===== src/rtl/lmw_pkg.sv =====
package lmw_pkg;

    localparam int DEF_NUM_REGS = 32;
    localparam int DEF_XLEN     = 64;
    localparam int DEF_WORD_W   = 32;
    localparam int DEF_ADDR_W   = 64;

    typedef enum logic [2:0] {
        ST_IDLE,
        ST_CHECK,
        ST_REQ,
        ST_WAIT,
        ST_DONE
    } lmw_state_e;

    typedef enum logic [1:0] {
        VERDICT_OK,
        VERDICT_ALIGN,
        VERDICT_INVALID
    } lmw_verdict_e;

endpackage


===== src/rtl/lmw_guard.sv =====
module lmw_guard
    import lmw_pkg::*;
#(
    parameter int IDX_W = 5
) (
    input  logic [IDX_W-1:0] first_idx_i,
    input  logic [IDX_W-1:0] base_idx_i,
    input  logic             le_mode_i,
    output lmw_verdict_e     verdict_o
);

    logic overlap;

    always_comb begin
        overlap = (base_idx_i == '0) || (base_idx_i >= first_idx_i);
        if (le_mode_i)
            verdict_o = VERDICT_ALIGN;
        else if (overlap)
            verdict_o = VERDICT_INVALID;
        else
            verdict_o = VERDICT_OK;
    end

endmodule


===== src/rtl/lmw_cursor.sv =====
module lmw_cursor #(
    parameter int IDX_W    = 5,
    parameter int ADDR_W   = 64,
    parameter int STRIDE   = 4,
    parameter int LAST_IDX = 31
) (
    input  logic              clk,
    input  logic              rst,
    input  logic              load_i,
    input  logic [IDX_W-1:0]  first_idx_i,
    input  logic [ADDR_W-1:0] ea_i,
    input  logic              step_i,
    output logic [IDX_W-1:0]  idx_o,
    output logic [ADDR_W-1:0] addr_o,
    output logic              at_last_o
);

    localparam logic [IDX_W-1:0]  LAST_V   = IDX_W'(LAST_IDX);
    localparam logic [ADDR_W-1:0] STRIDE_V = ADDR_W'(STRIDE);

    always_ff @(posedge clk) begin
        if (rst) begin
            idx_o  <= '0;
            addr_o <= '0;
        end else if (load_i) begin
            idx_o  <= first_idx_i;
            addr_o <= ea_i;
        end else if (step_i) begin
            idx_o  <= idx_o + IDX_W'(1);
            addr_o <= addr_o + STRIDE_V;
        end
    end

    assign at_last_o = (idx_o == LAST_V);

    AST_NO_STEP_PAST_LAST: assert property (@(posedge clk) disable iff (rst)
        step_i |-> !at_last_o);

endmodule


===== src/rtl/lmw_ctrl.sv =====
module lmw_ctrl
    import lmw_pkg::*;
(
    input  logic         clk,
    input  logic         rst,
    input  logic         start_i,
    input  lmw_verdict_e verdict_i,
    input  logic         mem_valid_i,
    input  logic         at_last_i,
    output logic         load_o,
    output logic         step_o,
    output logic         mem_req_o,
    output logic         rf_we_o,
    output logic         done_o,
    output logic         inval_o,
    output logic         align_o
);

    lmw_state_e state_q, state_d;
    logic       inval_q, align_q;

    always_comb begin
        state_d = state_q;
        case (state_q)
            ST_IDLE:  if (start_i) state_d = ST_CHECK;
            ST_CHECK: state_d = (verdict_i == VERDICT_OK) ? ST_REQ : ST_IDLE;
            ST_REQ:   state_d = ST_WAIT;
            ST_WAIT:  if (mem_valid_i) state_d = at_last_i ? ST_DONE : ST_REQ;
            ST_DONE:  state_d = ST_IDLE;
            default:  state_d = ST_IDLE;
        endcase
    end

    always_ff @(posedge clk) begin
        if (rst) begin
            state_q <= ST_IDLE;
            inval_q <= 1'b0;
            align_q <= 1'b0;
        end else begin
            state_q <= state_d;
            inval_q <= (state_q == ST_CHECK) && (verdict_i == VERDICT_INVALID);
            align_q <= (state_q == ST_CHECK) && (verdict_i == VERDICT_ALIGN);
        end
    end

    assign load_o    = (state_q == ST_IDLE) && start_i;
    assign mem_req_o = (state_q == ST_REQ);
    assign rf_we_o   = (state_q == ST_WAIT) && mem_valid_i;
    assign step_o    = rf_we_o && !at_last_i;
    assign done_o    = (state_q == ST_DONE);
    assign inval_o   = inval_q;
    assign align_o   = align_q;

    AST_REQ_SINGLE: assert property (@(posedge clk) disable iff (rst)
        mem_req_o |=> !mem_req_o);

    AST_DONE_PULSE: assert property (@(posedge clk) disable iff (rst)
        done_o |=> !done_o);

    AST_ERR_EXCL: assert property (@(posedge clk) disable iff (rst)
        !(inval_o && align_o));

    AST_CHECK_FROM_IDLE: assert property (@(posedge clk) disable iff (rst)
        (state_q == ST_CHECK) |-> ($past(state_q) == ST_IDLE));

endmodule


===== src/rtl/lmw_seq.sv =====
module lmw_seq
    import lmw_pkg::*;
#(
    parameter int NUM_REGS = DEF_NUM_REGS,
    parameter int XLEN     = DEF_XLEN,
    parameter int WORD_W   = DEF_WORD_W,
    parameter int ADDR_W   = DEF_ADDR_W
) (
    input  logic                        clk,
    input  logic                        rst,
    input  logic                        start_i,
    input  logic [$clog2(NUM_REGS)-1:0] first_idx_i,
    input  logic [$clog2(NUM_REGS)-1:0] base_idx_i,
    input  logic [ADDR_W-1:0]           ea_i,
    input  logic                        le_mode_i,
    output logic                        mem_req_o,
    output logic [ADDR_W-1:0]           mem_addr_o,
    input  logic                        mem_valid_i,
    input  logic [WORD_W-1:0]           mem_data_i,
    output logic                        rf_we_o,
    output logic [$clog2(NUM_REGS)-1:0] rf_idx_o,
    output logic [XLEN-1:0]             rf_data_o,
    output logic                        done_o,
    output logic                        inval_o,
    output logic                        align_o
);

    localparam int IDX_W    = $clog2(NUM_REGS);
    localparam int STRIDE   = WORD_W / 8;
    localparam int LAST_IDX = NUM_REGS - 1;

    logic [IDX_W-1:0] first_q, base_q;
    logic             le_q;
    logic             load, step, at_last;
    lmw_verdict_e     verdict;

    always_ff @(posedge clk) begin
        if (rst) begin
            first_q <= '0;
            base_q  <= '0;
            le_q    <= 1'b0;
        end else if (load) begin
            first_q <= first_idx_i;
            base_q  <= base_idx_i;
            le_q    <= le_mode_i;
        end
    end

    lmw_guard #(.IDX_W(IDX_W)) u_guard (
        .first_idx_i (first_q),
        .base_idx_i  (base_q),
        .le_mode_i   (le_q),
        .verdict_o   (verdict)
    );

    lmw_cursor #(
        .IDX_W(IDX_W), .ADDR_W(ADDR_W), .STRIDE(STRIDE), .LAST_IDX(LAST_IDX)
    ) u_cursor (
        .clk         (clk),
        .rst         (rst),
        .load_i      (load),
        .first_idx_i (first_idx_i),
        .ea_i        (ea_i),
        .step_i      (step),
        .idx_o       (rf_idx_o),
        .addr_o      (mem_addr_o),
        .at_last_o   (at_last)
    );

    lmw_ctrl u_ctrl (
        .clk         (clk),
        .rst         (rst),
        .start_i     (start_i),
        .verdict_i   (verdict),
        .mem_valid_i (mem_valid_i),
        .at_last_i   (at_last),
        .load_o      (load),
        .step_o      (step),
        .mem_req_o   (mem_req_o),
        .rf_we_o     (rf_we_o),
        .done_o      (done_o),
        .inval_o     (inval_o),
        .align_o     (align_o)
    );

    assign rf_data_o = {{(XLEN-WORD_W){1'b0}}, mem_data_i};

    AST_ADDR_STEP: assert property (@(posedge clk) disable iff (rst)
        (rf_we_o && rf_idx_o != IDX_W'(LAST_IDX)) |=>
        (mem_req_o && mem_addr_o == $past(mem_addr_o) + ADDR_W'(STRIDE)
                   && rf_idx_o == $past(rf_idx_o) + IDX_W'(1)));

    AST_DONE_AFTER_LAST: assert property (@(posedge clk) disable iff (rst)
        (rf_we_o && rf_idx_o == IDX_W'(LAST_IDX)) |=> done_o);

    AST_ERR_NO_REQ: assert property (@(posedge clk) disable iff (rst)
        (inval_o || align_o) |-> !$past(mem_req_o));

endmodule


===== config.mk =====
export PLATFORM = sky130hd
export DESIGN_NAME = lmw_seq
export DESIGN_NICKNAME = d
export VERILOG_FILES = /design/src/rtl/lmw_pkg.sv /design/src/rtl/lmw_guard.sv /design/src/rtl/lmw_cursor.sv /design/src/rtl/lmw_ctrl.sv /design/src/rtl/lmw_seq.sv
export SDC_FILE = /design/constraint.sdc
export NUM_CORES = 1
export LEC_CHECK = 0
export ABC_AREA = 1
export BUFFER_PORTS_ARGS = -buffer_cell sky130_fd_sc_hd__buf_4
export CAP_MARGIN = 20
export CELL_PAD_IN_SITES_DETAIL_PLACEMENT = 0
export CELL_PAD_IN_SITES_GLOBAL_PLACEMENT = 1
export CORE_MARGIN = 1.5
export CORE_UTILIZATION = 35
export CTS_CLUSTER_DIAMETER = 60
export DETAILED_ROUTE_END_ITERATION = 8
export MAX_ROUTING_LAYER = met4
export PLACE_DENSITY = 0.83
export SLEW_MARGIN = 10
export SYNTH_ARGS = -nofsm -noshare
export SYNTH_HDL_FRONTEND = slang
export SYNTH_SLANG_ARGS = --single-unit

===== constraint.sdc =====
create_clock -name clk -period 2.6 [get_ports clk]
set_input_delay 0.13 -clock clk [delete_from_list [all_inputs] [get_ports clk]]
set_output_delay 0.13 -clock clk [all_outputs]
set_load 0.05 [all_outputs]

==> summary.md <==
| Metric | Value |
|---|---|
| Num CTS Buffers | `9` |
| Core area | `18,700 sq um` |
| Crit path cell chain | `ha_1 > nand2_2 > nor2_4 > nand2_2 > nor2_2 > nand2_1 > clkinv_1 > nand3_1 > o21bai_1 > nand3_1 > nand2_1 > inv_1` |
| Arrival time worst endpoint | `2.55 ns` |
| Yosys warns | `0` |
| Number of max-cap violations | `0` |
| Worst reg2reg path depth | `12` |
| CTS Buffer Depth | `2` |
| Post-synthesis sequential area ratio | `roughly a quarter` |
| Residual antenna-violating net count after detailed routing | `0` |
| Final #Nets | `approximately 1,400` |
| Relative slew slack | `49.7%` |
| DR pass1 iterations | `5` |
| Critical Path Sink Type | `register` |
| Num rows | `50` |
| Deepest level of the CTS H-tree | `3` |
| Worst setup path class | `reg -> reg` |
| Reg-to-reg slack, setup | `0.31 ns` |
| Layout cells sized above 1 | `17.7%` |
| Max Transition Viols Final | `0` |
| Port Buffers | `152` |
| CP Launch Type | `register` |
| Max FO, Critical Path | `6` |
| Syn_area_per_cell | `between 5 and 6 sq um` |
| Slowest CP cell | `dfxtp_1` |
| CTS tree | `built` |
| Worst R2R End | `u_cursor.addr_o[40]` |
| Residual DRC | `0` |
| Static Leak | `3.53 nW` |
| Asr flop ratio synth | `0%` |
| Worst r2r src | `u_cursor.addr_o[2]` |
| Syn Inst Count | `between 1,000 and 1,500` |
| Critical Path Sink | `u_cursor.addr_o[40]` |
| Die area | `19,900 sq um` |
| Synth Register Bits | `85` |
| DP HPWL | `19.1 mm` |
| P per Cell Area | `493 nW/um^2` |
| Gpl congestion | `0.995` |
| Ys flop type | `dfxtp_1` |
| I/O pin cnt | `249` |
| Buf+Inv Stages, Crit Path | `2` |
| Worst clock skew | `roughly 0.012 ns` |
| Critical Path RT | `2.86 ns` |
| Starting Density | `about 36%` |
| Final Total Pwr | `3.94 mW` |
| Via count | `roughly 7,600` |
| Final Hold Fails | `0` |
| Worst path top cell family by delay | `simple AND/OR/NAND/NOR gates` |
| Maximum vdd drop | `303 uV` |
| Status | `finished, final reports clean` |
| Post-CTS Setup Inserts | `0` |
| First-pass GRT wire length | `38.3 mm` |
| Slew @ Worst Pin | `0.754 ns` |
| Min Tclk post-route | `~2.3 ns` |
| Min-Delay Path Class | `in -> reg` |
| Final wirelength | `24.6 mm` |
| RSZ-0062 raised after global routing | `no` |
| Post-synth EDFFs | `0` |
| Worst path depth | `12` |
| Clock sinks | `85` |
| Final setup fails | `0` |
| Wire length per cell | `16.4 microns` |
| Hold depth | `3` |
| Detailed Route Iter0 Violations | `550` |
| Initial antenna violation count | `0` |
| Mapped cell area | `6670 sq um` |
| GRT overflow | `0` |
| Synth unique cells | `40` |
| Top achievable clock speed | `between 400 and 500 MHz` |
| Total negative slack | `0 ns` |
| Vias per inst | `5.08` |
| Max incr delay on CP | `about 0.45 ns` |
| Latest clock arrival within the worst-skew pair | `0.36 ns` |
| CTS clk-pin slew, worst paths | `around 0.080 ns` |
| Vias in the first global route | `6,966` |
| Diode count | `0` |
| Chip Height | `approximately 140 microns` |
| Die Wd | `approximately 140 microns` |
| Largest net degree at the start of global routing | `61` |
| Gr usage total | `25.5%` |
| Hold Buf Count CTS | `0` |
| Layout area overhead | `20.0%` |
| Cts repair resizes | `0` |
| Hold_ws | `0.0165 ns` |
| Worst setup path start | `u_cursor.addr_o[2]` |
| Final period utilization | `roughly nine tenths` |
| CTS root buffer | `clkbuf_16` |
metrics by stage:
stage | util, % | worst slack [ns] | instances | cell area (sq um)
detailed placement | 41.3 | 0.329 | 1486 | 7720
floorplan | - | 0.450 | 1185 | 6790
global placement | 41.3 | 0.365 | 1486 | 7720
finish | 42.8 | 0.310 | 1502 | 8000
global route | 42.8 | 0.101 | 1502 | 8000
CTS | 42.8 | 0.301 | 1502 | 8000
per-layer routing:
metal	track usage, %	up-vias	part of all wire (%)
met4	8.39	0	2.3
li1	-	3801	-
met2	39.6	280	46
met3	3.43	42	6.2
met1	34.1	3514	45
met5	-	-	0
cell families after synthesis:
logic type	after synthesis	synth area share, %
buffers and inverters	218	16.4
DFF	85	25.5
AOI/OAI and AO/OA	129	10.5
adders and majority gates	8	1.50
and+or+nand+nor	704	44.9
other	1	0.0562
xor gates and xnor gates	9	1.18
registers in the layout, indices dropped and copies added, names as in the netlist:
register         count
u_ctrl.state_q       3
u_cursor.addr_o     64
u_ctrl.align_o       1
u_cursor.idx_o       5
first_q              5
u_ctrl.inval_o       1
le_q                 1
base_q               5
worst min-delay path by stage:
stage / startpoint / end / slack [ns]
2_1_floorplan: base_idx_i[2] / base_q[2] / 0.27
3_3_place_gp: mem_data_i[12] / rf_data_o[12] / 0.26
6_report: base_idx_i[3] / base_q[3] / 0.02
4_1_cts: base_idx_i[4] / base_q[4] / 0.007
5_1_grt: base_idx_i[2] / base_q[2] / 0.03
3_5_place_dp: mem_data_i[12] / rf_data_o[12] / 0.26
cell type report:
class | count | area, sq um
fill | 2094 | 10700
multi-input combinational | 882 | 4000
sequential | 85 | 1700
timing repair buffer | 170 | 1290
inverter | 115 | 432
tap | 234 | 293
clock buffer | 9 | 225
clock inverter | 7 | 61.3
placed cells by master (no fill, tap or decap), drive strengths merged, types with 15 or more instances in the layout:
master,Yosys,routed
a21oi,61,61
o21ai,37,37
buf,82,170
conb,1,32
nand3,101,101
nand2,332,332
dfxtp,85,85
nor3,23,23
inv,113,118
nand4,15,15
nor2,219,219
a31oi,17,17
power by group:
part	switching [mW]	internal (mW)	leakage [nW]	total, mW
Clock	0.649	0.672	0.141	1.32
Sequential	0.136	1.39	0.698	1.53
Combinational	0.750	0.343	2.69	1.09
worst min-delay path, cell delays in order:
cell and delay, ns:
buf_4 0.07, nand2_1 0.04, a21oi_1 0.10
cells in the mapped netlist, types with 9 or more instances:
cell type | n | area, sq um
a21oi_1 | 61 | 305
a31oi_1 | 17 | 106
buf_2 | 14 | 70.1
buf_4 | 64 | 480
clkbuf_1 | 21 | 78.8
dfxtp_1 | 85 | 1700
inv_1 | 107 | 402
nand2_1 | 323 | 1210
nand3_1 | 99 | 495
nand4_1 | 15 | 93.8
nor2_1 | 203 | 762
nor2_2 | 12 | 75.1
nor3_1 | 21 | 105
o211ai_1 | 10 | 75.1
o21ai_0 | 28 | 140
o21ai_1 | 9 | 45.0
No activity file was read; power rests on OpenSTA's default activity.
